`config.mk`:
```
export PLATFORM = sky130hd
export DESIGN_NAME = ledr_lut_cell
export DESIGN_NICKNAME = d
export VERILOG_FILES = /design/src/rtl/ledr_lut_pkg.sv /design/src/rtl/ledr_decode.sv /design/src/rtl/ledr_phase_gate.sv /design/src/rtl/ledr_lut_table.sv /design/src/rtl/ledr_lut_cell.sv
export SDC_FILE = /design/constraint.sdc
export NUM_CORES = 1
export LEC_CHECK = 0
export BUFFER_PORTS_ARGS = -buffer_cell sky130_fd_sc_hd__buf_2
export CORE_AREA = 2 2 39 41
export DETAILED_ROUTE_END_ITERATION = 8
export DIE_AREA = 0 0 41 43
export GPL_ROUTABILITY_DRIVEN = 0
export GPL_TIMING_DRIVEN = 1
export PLACE_DENSITY = 0.48
export SLEW_MARGIN = 20
export SYNTH_ARGS = -nofsm -noshare
export SYNTH_HDL_FRONTEND = slang
export SYNTH_HIERARCHICAL = 1
export SYNTH_SLANG_ARGS = --single-unit
```
`constraint.sdc`:
```
create_clock -name clk -period 1.81 [get_ports clk]
set_input_delay 0.2715 -clock clk [delete_from_list [all_inputs] [get_ports clk]]
set_output_delay 0.2715 -clock clk [all_outputs]
set_load 0.02 [all_outputs]
```
`src/rtl/ledr_lut_pkg.sv`:
```
package ledr_lut_pkg;
  localparam int unsigned N_IN = 2;
  localparam int unsigned TBL  = 1 << N_IN;

  typedef struct packed {
    logic val;
    logic ph;
  } ledr_sym_t;

  function automatic logic ledr_phase(input logic v, input logic r);
    return v ^ r;
  endfunction

  function automatic logic ledr_rep(input logic v, input logic ph);
    return v ^ ph;
  endfunction
endpackage

```
`src/rtl/ledr_decode.sv`:
```
module ledr_decode
  import ledr_lut_pkg::*;
#(
  parameter int unsigned W = N_IN
) (
  input  logic [W-1:0] v_i,
  input  logic [W-1:0] r_i,
  output logic [W-1:0] val_o,
  output logic [W-1:0] ph_o
);
  for (genvar g = 0; g < W; g++) begin : g_lane
    ledr_sym_t sym;
    always_comb begin
      sym.val  = v_i[g];
      sym.ph   = ledr_phase(v_i[g], r_i[g]);
      val_o[g] = sym.val;
      ph_o[g]  = sym.ph;
    end
  end
endmodule

```
`src/rtl/ledr_phase_gate.sv`:
```
module ledr_phase_gate
  import ledr_lut_pkg::*;
#(
  parameter int unsigned W = N_IN
) (
  input  logic         clk,
  input  logic         rst_n,
  input  logic [W-1:0] ph_i,
  output logic         fire_o,
  output logic         ph_o
);
  logic exp_q, exp_d;
  logic all_one, all_zero, agree;

  always_comb begin
    all_one  = &ph_i;
    all_zero = ~|ph_i;
    agree    = all_one | all_zero;
    ph_o     = all_one;
    fire_o   = agree && (ph_o == exp_q);
    exp_d    = exp_q;
    if (fire_o) exp_d = ~exp_q;
  end

  always_ff @(posedge clk or negedge rst_n) begin
    if (!rst_n) exp_q <= 1'b1;
    else        exp_q <= exp_d;
  end

  // no evaluation can occur before the first phase-1 token
  p_first_phase_r8: assert property (@(posedge clk) disable iff (!rst_n)
    (fire_o && exp_q) |-> (&ph_i));
endmodule

```
`src/rtl/ledr_lut_table.sv`:
```
module ledr_lut_table
  import ledr_lut_pkg::*;
#(
  parameter int unsigned W = N_IN,
  localparam int unsigned D = 1 << W
) (
  input  logic         clk,
  input  logic         rst_n,
  input  logic         we_i,
  input  logic [D-1:0] wdata_i,
  input  logic         fire_i,
  input  logic [W-1:0] val_i,
  output logic         bit_o
);
  logic [D-1:0] cfg_q, cfg_d;
  logic [D-1:0] sel;

  for (genvar k = 0; k < D; k++) begin : g_entry
    localparam logic [W-1:0] KEY = W'(k);
    always_comb sel[k] = fire_i & (&(val_i ~^ KEY));
  end

  always_comb begin
    bit_o = |(sel & cfg_q);
    cfg_d = cfg_q;
    if (we_i) cfg_d = wdata_i;
  end

  always_ff @(posedge clk or negedge rst_n) begin
    if (!rst_n) cfg_q <= '0;
    else        cfg_q <= cfg_d;
  end

  p_sel_onehot_r4: assert property (@(posedge clk) disable iff (!rst_n)
    $onehot0(sel));
  p_sel_fire_r4: assert property (@(posedge clk) disable iff (!rst_n)
    fire_i |-> ($countones(sel) == 1));
endmodule

```
`src/rtl/ledr_lut_cell.sv`:
```
module ledr_lut_cell
  import ledr_lut_pkg::*;
(
  input  logic            clk,
  input  logic            rst_n,
  input  logic [N_IN-1:0] in_v,
  input  logic [N_IN-1:0] in_r,
  input  logic            cfg_we,
  input  logic [TBL-1:0]  cfg_bits,
  output logic            out_v,
  output logic            out_r,
  output logic            done
);
  logic [N_IN-1:0] val, ph;
  logic fire, cur_ph, sel_bit;
  logic ov_q, ov_d, or_q, or_d, dn_q, dn_d;

  ledr_decode #(.W(N_IN)) u_dec (
    .v_i(in_v), .r_i(in_r), .val_o(val), .ph_o(ph));

  ledr_phase_gate #(.W(N_IN)) u_gate (
    .clk(clk), .rst_n(rst_n), .ph_i(ph), .fire_o(fire), .ph_o(cur_ph));

  ledr_lut_table #(.W(N_IN)) u_tbl (
    .clk(clk), .rst_n(rst_n), .we_i(cfg_we), .wdata_i(cfg_bits),
    .fire_i(fire), .val_i(val), .bit_o(sel_bit));

  always_comb begin
    ov_d = ov_q;
    or_d = or_q;
    dn_d = 1'b0;
    if (fire) begin
      ov_d = sel_bit;
      or_d = ledr_rep(sel_bit, cur_ph);
      dn_d = 1'b1;
    end
  end

  always_ff @(posedge clk or negedge rst_n) begin
    if (!rst_n) begin
      ov_q <= 1'b0;
      or_q <= 1'b0;
      dn_q <= 1'b0;
    end else begin
      ov_q <= ov_d;
      or_q <= or_d;
      dn_q <= dn_d;
    end
  end

  assign out_v = ov_q;
  assign out_r = or_q;
  assign done  = dn_q;

  p_one_rail_r6: assert property (@(posedge clk) disable iff (!rst_n)
    done |-> ($countones({out_v ^ $past(out_v), out_r ^ $past(out_r)}) == 1));
  p_out_phase_r2: assert property (@(posedge clk) disable iff (!rst_n)
    done |-> ((out_v ^ out_r) == ($past(in_v[0]) ^ $past(in_r[0]))));
  p_mixed_hold_r3: assert property (@(posedge clk) disable iff (!rst_n)
    (ph != '0 && ph != '1) |=> !done);
  p_quiet_hold_r5: assert property (@(posedge clk) disable iff (!rst_n)
    !done |-> ($stable(out_v) && $stable(out_r)));
endmodule

```
=== After elaboration in Yosys (flattened, before gate mapping) ===
Index checks and enable logic that the tools add are counted.
Widths: inputs -> output; s select.

* Output and inout port bits: 3
* Logic and storage cells: 29
* Bits of input ports: 11
* Register bits after elaboration: 8

* Reductions and logical operators: 9
* Bitwise gates (word level): 13
* Equality and inequality tests: 1
* Multiplexer cells: 1

{| class="wikitable"
|+ Operators with widths
! cell !! number
|-
| $reduce_and 2->1 || 5
|-
| $and 1x1->1 || 4
|-
| $and 4x4->4 || 1
|-
| $reduce_or 4->1 || 1
|-
| $not 1->1 || 3
|-
| $xor 1x1->1 || 3
|-
| $not 2->2 || 1
|-
| $reduce_or 2->1 || 1
|-
| $eq 1x1->1 || 1
|-
| $logic_and 1x1->1 || 1
|-
| $logic_not 1->1 || 1
|-
| $mux 1 || 1
|-
| $or 1x1->1 || 1
|}

=== Logic depth before layout (Yosys ltp) ===
* Depth in word-level cells: 9
* Mapped depth: 7
* Gate-level depth less buffers: 7

=== Cells and area by module ===
The synthesis kept the hierarchy.

{| class="wikitable"
|+ Modules (own cells, without submodules)
! module !! times used !! cells an instance !! area an instance (µm²)
|-
| ledr_lut_table || 1 || 10 || 173.9
|-
| ledr_lut_cell || 1 || 7 || 107.6
|-
| ledr_phase_gate || 1 || 6 || 60.1
|-
| ledr_decode || 1 || 4 || 32.5
|}

=== Worst setup path after synthesis ===
OpenSTA, ideal clock, no wires.

* Kind: input -> register
* From: in in_r[0]
* To: reg or_q, in the netlist out_r
* Setup slack: 274 ps
* Arrival: 1401 ps
* Setup time: 135 ps
* Stages on the path: 7
* Path through: xor2_1 -> ha_1 -> xor2_1 -> nor2_1 -> and2_1 -> xnor2_1 -> a21oi_1

* Elaborated cells on any way between the ends: 14
* Classes of those cells: 1 x eq/ne; 8 x bitwise; 5 x reduce/logical

{| class="wikitable"
|+ RTL lines
! item !! RTL line !! text
|-
| start: declaration || ledr_lut_cell.sv:7 || <nowiki>input logic [N_IN-1:0] in_r,</nowiki>
|-
| $xor 1x1->1 (*) || ledr_lut_pkg.sv:11 || <nowiki>return v ^ r;</nowiki>
|-
| $reduce_and 2->1 (*) || ledr_phase_gate.sv:16 || <nowiki>all_one = &ph_i;</nowiki>
|-
| via cur_ph || ledr_lut_cell.sv:15 || <nowiki>logic fire, cur_ph, sel_bit;</nowiki>
|-
| $or 1x1->1 or $eq 1x1->1 (tied branches) || ledr_phase_gate.sv:18, ledr_phase_gate.sv:20 ||
|-
| $logic_and 1x1->1 (*) || ledr_phase_gate.sv:20 || <nowiki>fire_o = agree && (ph_o == exp_q);</nowiki>
|-
| $and 1x1->1 || ledr_lut_table.sv:20 || <nowiki>always_comb sel[k] = fire_i & (&(val_i ~^ KEY));</nowiki>
|-
| $and 4x4->4 (*) || ledr_lut_table.sv:24 || <nowiki>bit_o = |(sel & cfg_q);</nowiki>
|-
| $reduce_or 4->1 (*) || ledr_lut_table.sv:24 ||
|-
| via sel_bit || ledr_lut_cell.sv:15 ||
|-
| $xor 1x1->1 (*) || ledr_lut_pkg.sv:15 || <nowiki>return v ^ ph;</nowiki>
|-
| end signal: assignment || ledr_lut_cell.sv:46 || <nowiki>or_q <= or_d;</nowiki>
|-
| end: declaration || ledr_lut_cell.sv:16 || <nowiki>logic ov_q, ov_d, or_q, or_d, dn_q, dn_d;</nowiki>
|}

The timed path passes the listed nets; every way through them passes the cells marked *.
A chain may end at the register's enable or synchronous reset.

=== Worst setup path in the final report ===
* From: in in_v[0]
* To: reg or_q, in the netlist out_r

* Elaborated cells on any way between the ends: 20
* Classes of those cells: 1 x eq/ne; 10 x bitwise; 9 x reduce/logical

{| class="wikitable"
|+ RTL lines
! item !! RTL line !! text
|-
| start: declaration || ledr_lut_cell.sv:6 || <nowiki>input logic [N_IN-1:0] in_v,</nowiki>
|-
| $xor 1x1->1 (*) || ledr_lut_pkg.sv:11 ||
|-
| via ph[0] || ledr_lut_cell.sv:14 || <nowiki>logic [N_IN-1:0] val, ph;</nowiki>
|-
| $reduce_and 2->1 (*) || ledr_phase_gate.sv:16 ||
|-
| via cur_ph || ledr_lut_cell.sv:15 ||
|-
| $or 1x1->1 or $eq 1x1->1 (tied branches) || ledr_phase_gate.sv:18, ledr_phase_gate.sv:20 ||
|-
| $logic_and 1x1->1 (*) || ledr_phase_gate.sv:20 ||
|-
| $and 1x1->1 || ledr_lut_table.sv:20 ||
|-
| $and 4x4->4 (*) || ledr_lut_table.sv:24 ||
|-
| $reduce_or 4->1 (*) || ledr_lut_table.sv:24 ||
|-
| via sel_bit || ledr_lut_cell.sv:15 ||
|-
| $xor 1x1->1 (*) || ledr_lut_pkg.sv:15 ||
|}

Marks and branches as above.

==> metrics.txt <==
first-pass GRT wire length=1090 um; nets@finish=57; post-synth top area cell=dfrtp_1; sequential share of the synthesized area=0.5385; RSZ-0062 raised after global routing=false; initial antenna violation count=0; Layout Utilization=0.3526; Rows=14; top_reg_cell synth=dfrtp_1; Yosys cell types=14; Hold Vio Cnt, Final=0; hold path start=cfg_bits[0]; PwrDens=1181 mW/mm2; Chip Height=43 um; Starting Density=0.2703; Critical Path Source=in_v[0]; critical path class=in2reg; TritonRoute pass-1 iters=2; P&R area growth vs syn=30.43%; Root Buffer=clkbuf_4; die width=41 um; post-layout minimum cycle time=1.441 ns; Max Transition Viols Final=0; hold_buf cts=1; die area=0.001763 mm2; Port Buffer Count=13; Int Power=0.4003 mW; syn_nets=39; Setup-failing EPs final=0; clock power share=0.250; Core Box Area=0.001384 mm2; layout cells sized above 1=0.5455; Worst Setup EP=out_r$_DFFE_PN0P_; drc violations=0; GRT overflow=0; number of vias per cell=4.250; clock sinks=8; CTS tree=yes; worst path required time=1.94 ns; clock buffer depth=2; TritonCTS buffer count=3; number of H-tree levels=1; IO Count=14; Yosys top cell area share=0.4682; f_max=694.1 MHz; top post-synthesis cells by area=dfrtp_1 47%, mux2_2 12%, dfstp_2 7.0%; setup TNS=0 ns; Syn Area/Cell=13.86 um2; Reg-to-Reg End=out_v$_DFFE_PN0P_; Combinational Power Share=0.318; Ys Warns=6; Hold Path Class=in2reg; Synth Cell Area=374.1 um2; largest net degree at the start of global routing=9; Seq cells post-synth=8; reg2reg path depth=3; EDFF count, synth=0; r2r startpoint=u_tbl/cfg_q[3]$_DFFE_PN0P_; number of max-cap violations=0; Placed Cells=55; DP HPWL=546.1 um; Seq pwr share=0.431; Post-Syn Instances=27; Finished Layout Cells=60; asr flop ratio synth=1.000; post-CTS resize count=0; clk_lat worst skew=0.25 ns; clk_skew=0.005016 ns; Slew HR=0.8488; detailed router's first-iteration violation count=4; vias in the first global route=262; Tcrit/Tclk final=0.7960; Sw Pwr=0.1760 mW; DRT Wirelength=641 um; Total Routing Usage GR=0.09939; Worst EP arrival=1.57 ns; Final ANT Viol Nets=0; measured slew at the worst slew-check pin=0.2259 ns; top post-synthesis cells by count=7 x dfrtp_1, 4 x mux2_2, 3 x xor2_1, 2 x buf_4, 2 x nor2_1; vias=255; top-count cell post-synth=dfrtp_1; Max Fanout on Critical Path=3; Avg WL per Cell=10.68 um; switch share=0.3054; Worst R2R Setup Slack=0.41 ns; n_diodes=0; Static Leak=0.2367 nW; CP Launch Type=input port; Peak supply drop=0.5907 mV; crit path capture type=flop; status=finished, final reports clean; Worst-path clk slew=0.06 ns; Post-CTS Setup Bufs=0
## area by class of cell
cell class,instances,area [um2]
repair buffers,15,82.58
flip-flops and latches,8,201.4
multi-input cells,17,157.7
fillers,141,895.9
clock buffers,4,26.28
well taps,16,20.02
## power groups by stage
stage                     Clock, mW  Sequential, mW  Combinational (mW)
after floorplan                   0           0.285              0.0833
after global placement            0           0.250               0.178
after detailed placement          0           0.253               0.185
after CTS                     0.152           0.250               0.187
after global routing          0.159           0.255               0.206
final                         0.144           0.249               0.183
## worst min path at each step
stage,cells after the start,slack [ns],to
global route,2,0.24,u_tbl/cfg_q[0]$_DFFE_PN0P_
floorplan,0,-0.02,done$_DFF_PN0_
detailed placement,1,0.12,done$_DFF_PN0_
CTS,2,0.24,u_tbl/cfg_q[0]$_DFFE_PN0P_
finish,2,0.25,u_tbl/cfg_q[0]$_DFFE_PN0P_
global placement,1,0.12,done$_DFF_PN0_
## layout by cell type (no fill, tap or decap), drive strengths merged
master and instances:
a21oi 1, ha 1, dlygate4sd3 1, mux2 5, xor2 3, nor2 2
nand2 1, dfrtp 7, xnor2 1, and2 1, clkbuf 4, o21ai 1
buf 14, dfstp 1, mux4 1
## sequential cells by signal, indices dropped and copies added (netlist names)
signal and cells:
u_tbl/cfg_q 4, done 1, out_r 1, out_v 1, u_gate/exp_q 1
## per-stage QoR
| stage | hold slack [ns] | worst slack [ns] | instance area [um2] | total power [mW] |
|---|---|---|---|---|
| after floorplan | -0.02409 | 0.2741 | 374.1 | 0.3688 |
| after global placement | 0.1166 | 0.1581 | 451.7 | 0.4285 |
| after detailed placement | 0.1231 | 0.07969 | 451.7 | 0.4383 |
| after CTS | 0.2403 | 0.3534 | 488.0 | 0.5896 |
| after global routing | 0.2434 | 0.2524 | 488.0 | 0.6198 |
| final | 0.2466 | 0.3692 | 488.0 | 0.5763 |
## cell families (layout without fill, tap and decap cells)
family          count (synthesis)  in the layout  share of synthesized area
simple gates                    4              4                    0.04683
fa+ha+maj                       1              1                    0.03344
flops                           8              8                     0.5385
buf+inv                         2             19                    0.04012
mux                             6              6                     0.2207
compound gates                  2              2                    0.02673
xor+xnor                        4              4                    0.09366
## worst max-delay path, cell delays in order
cell	delay, ns
buf_2	0.12
xor2_1	0.14
ha_1	0.24
xor2_1	0.17
nor2_1	0.20
and2_1	0.21
xnor2_1	0.14
a21oi_1	0.09
## routing by layer
| layer | wire, um | part of all wire | GRT usage | up-vias |
|---|---|---|---|---|
| li1 | - | - | - | 123 |
| met1 | 224 | 0.35 | 0.1063 | 118 |
| met2 | 344 | 0.54 | 0.1406 | 12 |
| met3 | 65 | 0.10 | 0.07853 | 2 |
| met4 | 6 | 0.0094 | 0.04000 | 0 |
| met5 | 0 | 0 | 0 | - |
No activity file was read; power rests on OpenSTA's default activity.
